==> src/rtl/hxs_pkg.sv <==
package hxs_pkg;
  // cycle kind, bits are {register-select, memory-select}
  typedef enum logic [1:0] {
    CY_EXT = 2'b00,
    CY_MEM = 2'b01,
    CY_REG = 2'b10,
    CY_RSV = 2'b11
  } cyc_kind_t;

  typedef enum logic [3:0] {
    ST_IDLE,
    ST_DEAD_IN,
    ST_GRANT,
    ST_MREQ,
    ST_MWAIT,
    ST_DATA1,
    ST_DATAN,
    ST_PASS,
    ST_DEAD_OUT
  } seq_state_t;
endpackage

==> src/rtl/hxs_sync.sv <==
module hxs_sync #(
  parameter int W          = 1,
  parameter int MAX_STAGES = 2
) (
  input  logic         clk,
  input  logic         rst_n,
  input  logic         deep_i,
  input  logic [W-1:0] d_i,
  output logic [W-1:0] q_o
);
  localparam int LAST = MAX_STAGES - 1;

  logic [MAX_STAGES-1:0][W-1:0] stg;

  always_ff @(posedge clk or negedge rst_n) begin
    if (!rst_n) begin
      stg <= '0;
    end else begin
      stg[0] <= d_i;
      for (int i = 1; i < MAX_STAGES; i++) stg[i] <= stg[i-1];
    end
  end

  generate
    if (MAX_STAGES > 1) begin : g_sel
      assign q_o = deep_i ? stg[LAST] : stg[0];
    end else begin : g_fixed
      logic unused_deep;
      assign unused_deep = deep_i;
      assign q_o = stg[0];
    end
  endgenerate
endmodule

==> src/rtl/hxs_fsm.sv <==
module hxs_fsm
  import hxs_pkg::*;
(
  input  logic clk,
  input  logic rst_n,
  input  logic req_s,
  input  logic ale_s,
  input  logic reg_s,
  input  logic mem_s,
  input  logic we_s,
  input  logic be0_s,
  input  logic mem_rdy_i,
  input  logic cpu_halted_i,
  output logic bus_en_o,
  output logic drv_en_o,
  output logic rdy_o,
  output logic mem_req_o,
  output logic xfer_o,
  output logic halt_req_o,
  output logic xfer_we_o,
  output logic xfer_be0_o
);
  seq_state_t st, st_nx;
  cyc_kind_t  kind;
  logic       we_q, be0_q;

  always_comb begin
    st_nx = st;
    unique case (st)
      ST_IDLE:     if (req_s) st_nx = ST_DEAD_IN;
      ST_DEAD_IN:  st_nx = ST_GRANT;
      ST_GRANT: begin
        if (kind == CY_EXT)      st_nx = ST_PASS;
        else if (ale_s) begin
          unique case (kind)
            CY_REG:  st_nx = ST_DATA1;
            CY_MEM:  st_nx = ST_MREQ;
            default: st_nx = ST_PASS;
          endcase
        end
      end
      ST_MREQ:     st_nx = ST_MWAIT;
      ST_MWAIT:    if (mem_rdy_i) st_nx = ST_DATA1;
      ST_DATA1:    st_nx = ST_DATAN;
      ST_DATAN:    if (!req_s) st_nx = ST_DEAD_OUT;
      ST_PASS:     if (!req_s) st_nx = ST_DEAD_OUT;
      ST_DEAD_OUT: st_nx = ST_IDLE;
      default:     st_nx = ST_IDLE;
    endcase
  end

  always_ff @(posedge clk or negedge rst_n) begin
    if (!rst_n) begin
      st    <= ST_IDLE;
      kind  <= CY_EXT;
      we_q  <= 1'b0;
      be0_q <= 1'b0;
    end else begin
      st <= st_nx;
      if (st == ST_IDLE && req_s) kind <= cyc_kind_t'({reg_s, mem_s});
      if (st == ST_GRANT && ale_s) begin
        we_q  <= we_s;
        be0_q <= be0_s;
      end
    end
  end

  assign drv_en_o   = (st == ST_IDLE);
  assign bus_en_o   = (st == ST_GRANT) || (st == ST_MREQ) || (st == ST_MWAIT) ||
                      (st == ST_DATA1) || (st == ST_DATAN) || (st == ST_PASS);
  assign rdy_o      = (st == ST_DATA1) || (st == ST_DATAN);
  assign mem_req_o  = (st == ST_MREQ);
  assign xfer_o     = (st == ST_DATA1) && (kind == CY_REG);
  assign halt_req_o = xfer_o && !cpu_halted_i;
  assign xfer_we_o  = we_q;
  assign xfer_be0_o = be0_q;
endmodule

==> src/rtl/host_xact_seq.sv <==
module host_xact_seq #(
  parameter int REQ_STAGES = 2
) (
  input  logic clk,
  input  logic rst_n,
  input  logic sync2_i,
  input  logic cpu_halted_i,
  input  logic req_i,
  input  logic reg_sel_i,
  input  logic mem_sel_i,
  input  logic ale_i,
  input  logic we_i,
  input  logic be0_i,
  input  logic mem_rdy_i,
  output logic bus_en_o,
  output logic drv_en_o,
  output logic rdy_o,
  output logic mem_req_o,
  output logic xfer_o,
  output logic halt_req_o,
  output logic xfer_we_o,
  output logic xfer_be0_o
);
  logic [1:0] hs_s;
  logic [3:0] ctl_s;

  hxs_sync #(.W(2), .MAX_STAGES(REQ_STAGES)) i_sync_hs (
    .clk(clk), .rst_n(rst_n), .deep_i(sync2_i),
    .d_i({req_i, ale_i}), .q_o(hs_s)
  );

  hxs_sync #(.W(4), .MAX_STAGES(1)) i_sync_ctl (
    .clk(clk), .rst_n(rst_n), .deep_i(1'b0),
    .d_i({reg_sel_i, mem_sel_i, we_i, be0_i}), .q_o(ctl_s)
  );

  hxs_fsm i_fsm (
    .clk(clk), .rst_n(rst_n),
    .req_s(hs_s[1]), .ale_s(hs_s[0]),
    .reg_s(ctl_s[3]), .mem_s(ctl_s[2]), .we_s(ctl_s[1]), .be0_s(ctl_s[0]),
    .mem_rdy_i(mem_rdy_i), .cpu_halted_i(cpu_halted_i),
    .bus_en_o(bus_en_o), .drv_en_o(drv_en_o), .rdy_o(rdy_o),
    .mem_req_o(mem_req_o), .xfer_o(xfer_o), .halt_req_o(halt_req_o),
    .xfer_we_o(xfer_we_o), .xfer_be0_o(xfer_be0_o)
  );
endmodule

==> config.mk <==
export PLATFORM = sky130hd
export DESIGN_NAME = host_xact_seq
export DESIGN_NICKNAME = d
export VERILOG_FILES = /design/src/rtl/hxs_pkg.sv /design/src/rtl/hxs_sync.sv /design/src/rtl/hxs_fsm.sv /design/src/rtl/host_xact_seq.sv
export SDC_FILE = /design/constraint.sdc
export NUM_CORES = 1
export LEC_CHECK = 0
export CAP_MARGIN = 10
export CORE_MARGIN = 2
export CORE_UTILIZATION = 39
export DETAILED_ROUTE_END_ITERATION = 10
export PLACE_DENSITY_LB_ADDON = 0.3
export SLEW_MARGIN = 40
export SYNTH_ARGS = -nofsm -noshare
export SYNTH_HDL_FRONTEND = slang
export SYNTH_HIERARCHICAL = 1
export SYNTH_SLANG_ARGS = --single-unit
export TNS_END_PERCENT = 10
==> constraint.sdc <==
create_clock -name clk -period 2.05 [get_ports clk]
set_clock_uncertainty 0.2 [all_clocks]
set_input_delay 0.5125 -clock clk [delete_from_list [all_inputs] [get_ports clk]]
set_output_delay 0.5125 -clock clk [all_outputs]
set_load 0.005 [all_outputs]
==> impl_metrics.yaml, run 1 <==
timing:
  fmax_mhz: 483
  maxSlewHeadroom_pct: 81.5
  min_period_ns: 2.07
  hold_viol_final: 0
  setup_viol: 1
  slew_viol_final: 0
  tightest_slew_ns: 0.276
  rsz0062_at_grt: "true"
  worst_slack_ns: -0.0211
  fin_crit_sh_pct: 101
  hold_ws_ns: 0.182
clock_network:
  cts_num_sinks: 16
  clk_pin_slew_worst_paths_ns: 0.09
  clockRootBuffer: "clkbuf_4"
  cts_buffer_depth: 2
  cts_hold_buffers: 0
  cts_tree: "done"
  clkLatencyLatePin_ns: 0.28
  htreeDepth: 1
  numCtsBuffers: 3
critical_path:
  r2r_slack_ns: 0.04
  rr_endpoint: "i_fsm/st[1]"
  worst_setup_path_end_kind: "flip-flop"
  path_max_fanout: 2
  cpPeakStageDelay_ns: 0.49
  start_kind: "primary input"
  crit_path_cell_trace: "clkdlybuf4s50_1, mux2_2, o21bai_1, o2bb2ai_4, nor2_2, mux2_4"
  critPathKind: "primary input to flip-flop"
  cp_slowest_cell: "clkdlybuf4s50_1"
  r2r_cells: 5
  cp.arrival_ns: 2.04
  worst_ep_required_time_ns: 2.02
  r2r_start: "i_fsm/st[0]"
floorplan:
  fp.dieH_um: 47.8
  io-pin-count: 19
  core_region_area_mm2: 0.00176
  row_count: 15
  die_area_mm2: 0.00229
  die_w_um: 47.8
  start_util_pct: 42.5
worst_hold_path:
  min_from: "i_sync_hs/stg[1]"
  hold_path_depth: 0
  worstHoldEndpoint: "i_sync_hs/stg[3]"
  hp-class: "flip-flop to flip-flop"
layout:
  fin_util_pct: 61.3
  design_area_mm2: 0.00108
  layout-drive-gt1-share_pct: 38.9
  instances_no_fill: 120
  mostFrequentLayoutCell: "buf_4"
  nets: 107
  area_delta_synth_final_pct: 44.2
  layout_common_cells: "buf_4 (15), dfrtp_1 (14), clkdlybuf4s50_1 (12)"
  diodes: 0
global_route:
  grt_pass1_vias: 518
  antenna_found_initial: 0
  grt_pass1_wl_um: 2190
  grt_overflow_total: 0
  grt_max_degree: 17
  grt_usage_pct: 14.5
run:
  max_cap_violations: 0
logic_synthesis:
  avgSynthCellArea_um2: 12.1
  ys_warn_count: 6
  netlist_instances: 62
  syn-num-nets: 73
  synth_area_um2: 749
pwr:
  power.density_mw_per_mm2: 1380
  p_leak_nw: 0.481
  irDropWorstVdd_mv: 0.584
placed_design:
  numPortBuffers: 18
  hpwl_um: 1020
  dpl.cell_count: 114
  gp_congestion: 0.818
  placed_area_mm2: 0.00103
  place_ws_ns: -0.383
drt:
  vias: 582
  first_pass_iters: 5
  wire_per_inst_um: 11.5
  drt_iter0_markers: 9
  avgViaCountPerCell: 4.85
  final_antenna_net_count: 0
  drc: 0
  routed_wl_um: 1380
outcome:
  failed_checks: "negative setup slack"
  outcome: "finished with violations"
-- worst max path at each step --
stage / end / cells after the start / startpoint
after floorplan: i_fsm/st[1] / 5 / i_fsm/st[3]
after global placement: halt_req_o / 3 / cpu_halted_i
after detailed placement: halt_req_o / 3 / cpu_halted_i
after CTS: bus_en_o / 4 / i_fsm/st[1]
after global routing: i_fsm/st[1] / 6 / sync2_i
final: i_fsm/st[1] / 6 / sync2_i
-- timing repair --
item	in CTS	in global routing
pin swaps	2	0
gates resized for setup	15	5
endpoints found under the setup margin	7	7
setup buffers	2	0
-- cell type report --
| class | count | area (um2) |
|---|---|---|
| Inverter | 3 | 11.3 |
| Multi-Input combinational cell | 39 | 325 |
| Fill cell | 154 | 683 |
| Timing Repair Buffer | 33 | 274 |
| Sequential cell | 16 | 403 |
| Tap cell | 25 | 31.3 |
| Clock buffer | 4 | 36.3 |
-- routing by layer --
layer  vias to the layer above  track usage (%)  share of wire (%)
met5                         -                0                  0
met4                         0             8.11                1.7
met3                         4             3.40                5.9
met2                        21             21.9                 49
met1                       274             19.1                 43
li1                        283                -                  -
-- worst max-delay path, delay by kind of cell --
kind            cells  cell delay (ns)
compound gates      2             0.33
buf+inv             1             0.49
mux                 2             0.65
simple gates        1             0.06
-- metrics by stage --
step	setup TNS, ns	power [W]
final	-0.0211	0.00149
after global routing	-0.198	0.00160
after CTS	-0.133	0.00151
after detailed placement	-1.88	0.00127
after global placement	-1.87	0.00126
after floorplan	0	0.000933
-- flip-flops by register name, summed over array words and instances (netlist names) --
signal / count
i_fsm/kind: 2
i_fsm/st: 4
i_fsm/xfer_be0_o: 1
i_fsm/xfer_we_o: 1
i_sync_ctl/q_o: 4
i_sync_hs/stg: 4
-- report_power, final --
part           internal (W)  switching (W)  leakage [nW]
sequential         0.000408      0.0000863         0.189
clock              0.000108      0.0000920        0.0210
combinational      0.000459       0.000337         0.271
Power figures use the tool's default switching activity.
==> run 2: changes to the inputs <==
--- a/config.mk
+++ b/config.mk
@@ -6,11 +6,13 @@
 export NUM_CORES = 1
 export LEC_CHECK = 0
 export CAP_MARGIN = 10
+export CELL_PAD_IN_SITES_DETAIL_PLACEMENT = 0
+export CELL_PAD_IN_SITES_GLOBAL_PLACEMENT = 1
 export CORE_MARGIN = 2
-export CORE_UTILIZATION = 39
+export CORE_UTILIZATION = 36
 export DETAILED_ROUTE_END_ITERATION = 10
+export GPL_TIMING_DRIVEN = 1
 export PLACE_DENSITY_LB_ADDON = 0.3
-export SLEW_MARGIN = 40
 export SYNTH_ARGS = -nofsm -noshare
 export SYNTH_HDL_FRONTEND = slang
 export SYNTH_HIERARCHICAL = 1
==> impl_metrics.yaml, run 2 (synthesis results as in run 1) <==
outcome:
  outcome: "finished with violations"
  failed_checks: "negative setup slack"
global_route:
  grt_pass1_vias: 548
  antenna_found_initial: 0
  grt_overflow_total: 0
  grt_max_degree: 17
  grt_usage_pct: 12.9
  grt_pass1_wl_um: 2460
timing:
  fmax_mhz: 482
  min_period_ns: 2.07
  tightest_slew_ns: 0.260
  slew_viol_final: 0
  hold_viol_final: 0
  fin_crit_sh_pct: 101
  rsz0062_at_grt: "true"
  worst_slack_ns: -0.0250
  setup_tns_ns: -0.0250
  setup_viol: 1
  maxSlewHeadroom_pct: 82.6
floorplan:
  fp.dieH_um: 49.6
  core_region_area_mm2: 0.00196
  start_util_pct: 38.2
  io-pin-count: 19
  die_w_um: 49.6
  die_area_mm2: 0.00246
  row_count: 16
worst_hold_path:
  hp-class: "flip-flop to flip-flop"
layout:
  layout-drive-gt1-share_pct: 38.3
  multi_input_area_um2: 335
  fillCellCount: 205
  nets: 107
  regArea_um2: 404
  area_delta_synth_final_pct: 45.4
  diodes: 0
  layout_common_cells: "buf_4 (14), dfrtp_1 (13), clkdlybuf4s50_1 (12)"
  mostFrequentLayoutCell: "buf_4"
pwr:
  p_sw_share_pct: 35.3
  combPwrFrac_pct: 56.0
  irDropWorstVdd_mv: 0.601
  p_leak_nw: 0.472
  p_int_w: 0.000960
  power.density_mw_per_mm2: 1360
  pwr-share-clk_pct: 10.4
  seqPwrFrac_pct: 33.6
  p_switching_w: 0.000524
  power.total_w: 0.00148
drt:
  avgViaCountPerCell: 4.63
  vias: 560
  drt_iter0_markers: 7
  final_antenna_net_count: 0
  drc: 0
  routed_wl_um: 1410
  first_pass_iters: 4
  wire_per_inst_um: 11.7
clock_network:
  clk_pin_slew_worst_paths_ns: 0.09
  numCtsBuffers: 3
  cts_buffer_depth: 2
  cts_tree: "done"
  clockRootBuffer: "clkbuf_4"
  clkLatencyLatePin_ns: 0.27
  htreeDepth: 1
  cts_num_sinks: 16
placed_design:
  hpwl_um: 1100
  numPortBuffers: 18
  gp_congestion: 0.792
run:
  max_cap_violations: 0
critical_path:
  path_max_fanout: 2
  worst_ep_required_time_ns: 2.01
  critPathKind: "primary input to flip-flop"
  cp.arrival_ns: 2.03
  start_kind: "primary input"
  worst_setup_path_end_kind: "flip-flop"
run 2: cell count changes in the layout (fill, tap and decap cells not counted), sizes merged:
cell           previous run  this run
clkdlybuf4s15             0         1
dlymetal6s2s              1         0
clkbuf                    6         3
dlygate4sd2               1         3
run 2: layout make-up:
class | count | area share [%]
Multi-Input combinational cell | 39 | 30.8
Clock buffer | 3 | 2.07
Tap cell | 27 | 3.10
Timing Repair Buffer | 33 | 25.9
Inverter | 3 | 1.03
Sequential cell | 16 | 37.1
run 2: stage by stage:
step,instances,util (%),setup WS (ns),hold WS [ns],instance area [um2]
floorplan,62,-,0.220,0.0169,749
global placement,115,52.3,-0.359,0.157,1030
detailed placement,115,52.3,-0.397,0.166,1030
CTS,121,54.7,-0.0311,0.187,1070
global route,121,55.5,-0.0843,0.207,1090
finish,121,55.5,-0.0250,0.180,1090
run 2: timing repair:
item,4_1_cts,5_1_grt
resized for setup,17,4
setup buffers,3,0
hold buffers,0,0
endpoints found under the setup margin,7,5
pin swaps,2,0
run 2: per-layer routing:
layer	routed length, um	share of wire (%)	track usage [%]
met5	0	0	0
met4	6	0.43	2.78
met3	81	5.7	3.64
met2	690	49	21.1
met1	632	45	17.1
run 2: final timing paths:
| kind | startpoint | end | slack, ns | depth (start not counted) |
|---|---|---|---|---|
| min | i_sync_hs/stg[1] | i_sync_hs/stg[3] | 0.18 | 0 |
| min reg2reg | i_sync_hs/stg[1] | i_sync_hs/stg[3] | 0.18 | 0 |
| max in group asynchronous | rst_n | i_fsm/st[0] | 1.11 | 2 |
| min in group asynchronous | rst_n | i_sync_hs/stg[3] | 0.34 | 2 |
| max | sync2_i | i_fsm/st[1] | -0.02 | 6 |
| max reg2reg | i_fsm/st[0] | i_fsm/st[1] | 0.07 | 5 |
run 2: critical path, cell delays in order:
cell,delay [ns]
clkdlybuf4s50_1,0.49
mux2_2,0.35
o21bai_1,0.19
o2bb2ai_4,0.14
nor2_2,0.06
mux2_4,0.29
run 2: power groups by stage:
stage	Clock, W	Combinational [W]	Sequential, W
after floorplan	0	0.000481	0.000451
after global placement	0	0.000773	0.000494
after detailed placement	0	0.000781	0.000500
after CTS	0.000163	0.000819	0.000495
after global routing	0.000181	0.000913	0.000516
final	0.000154	0.000832	0.000499
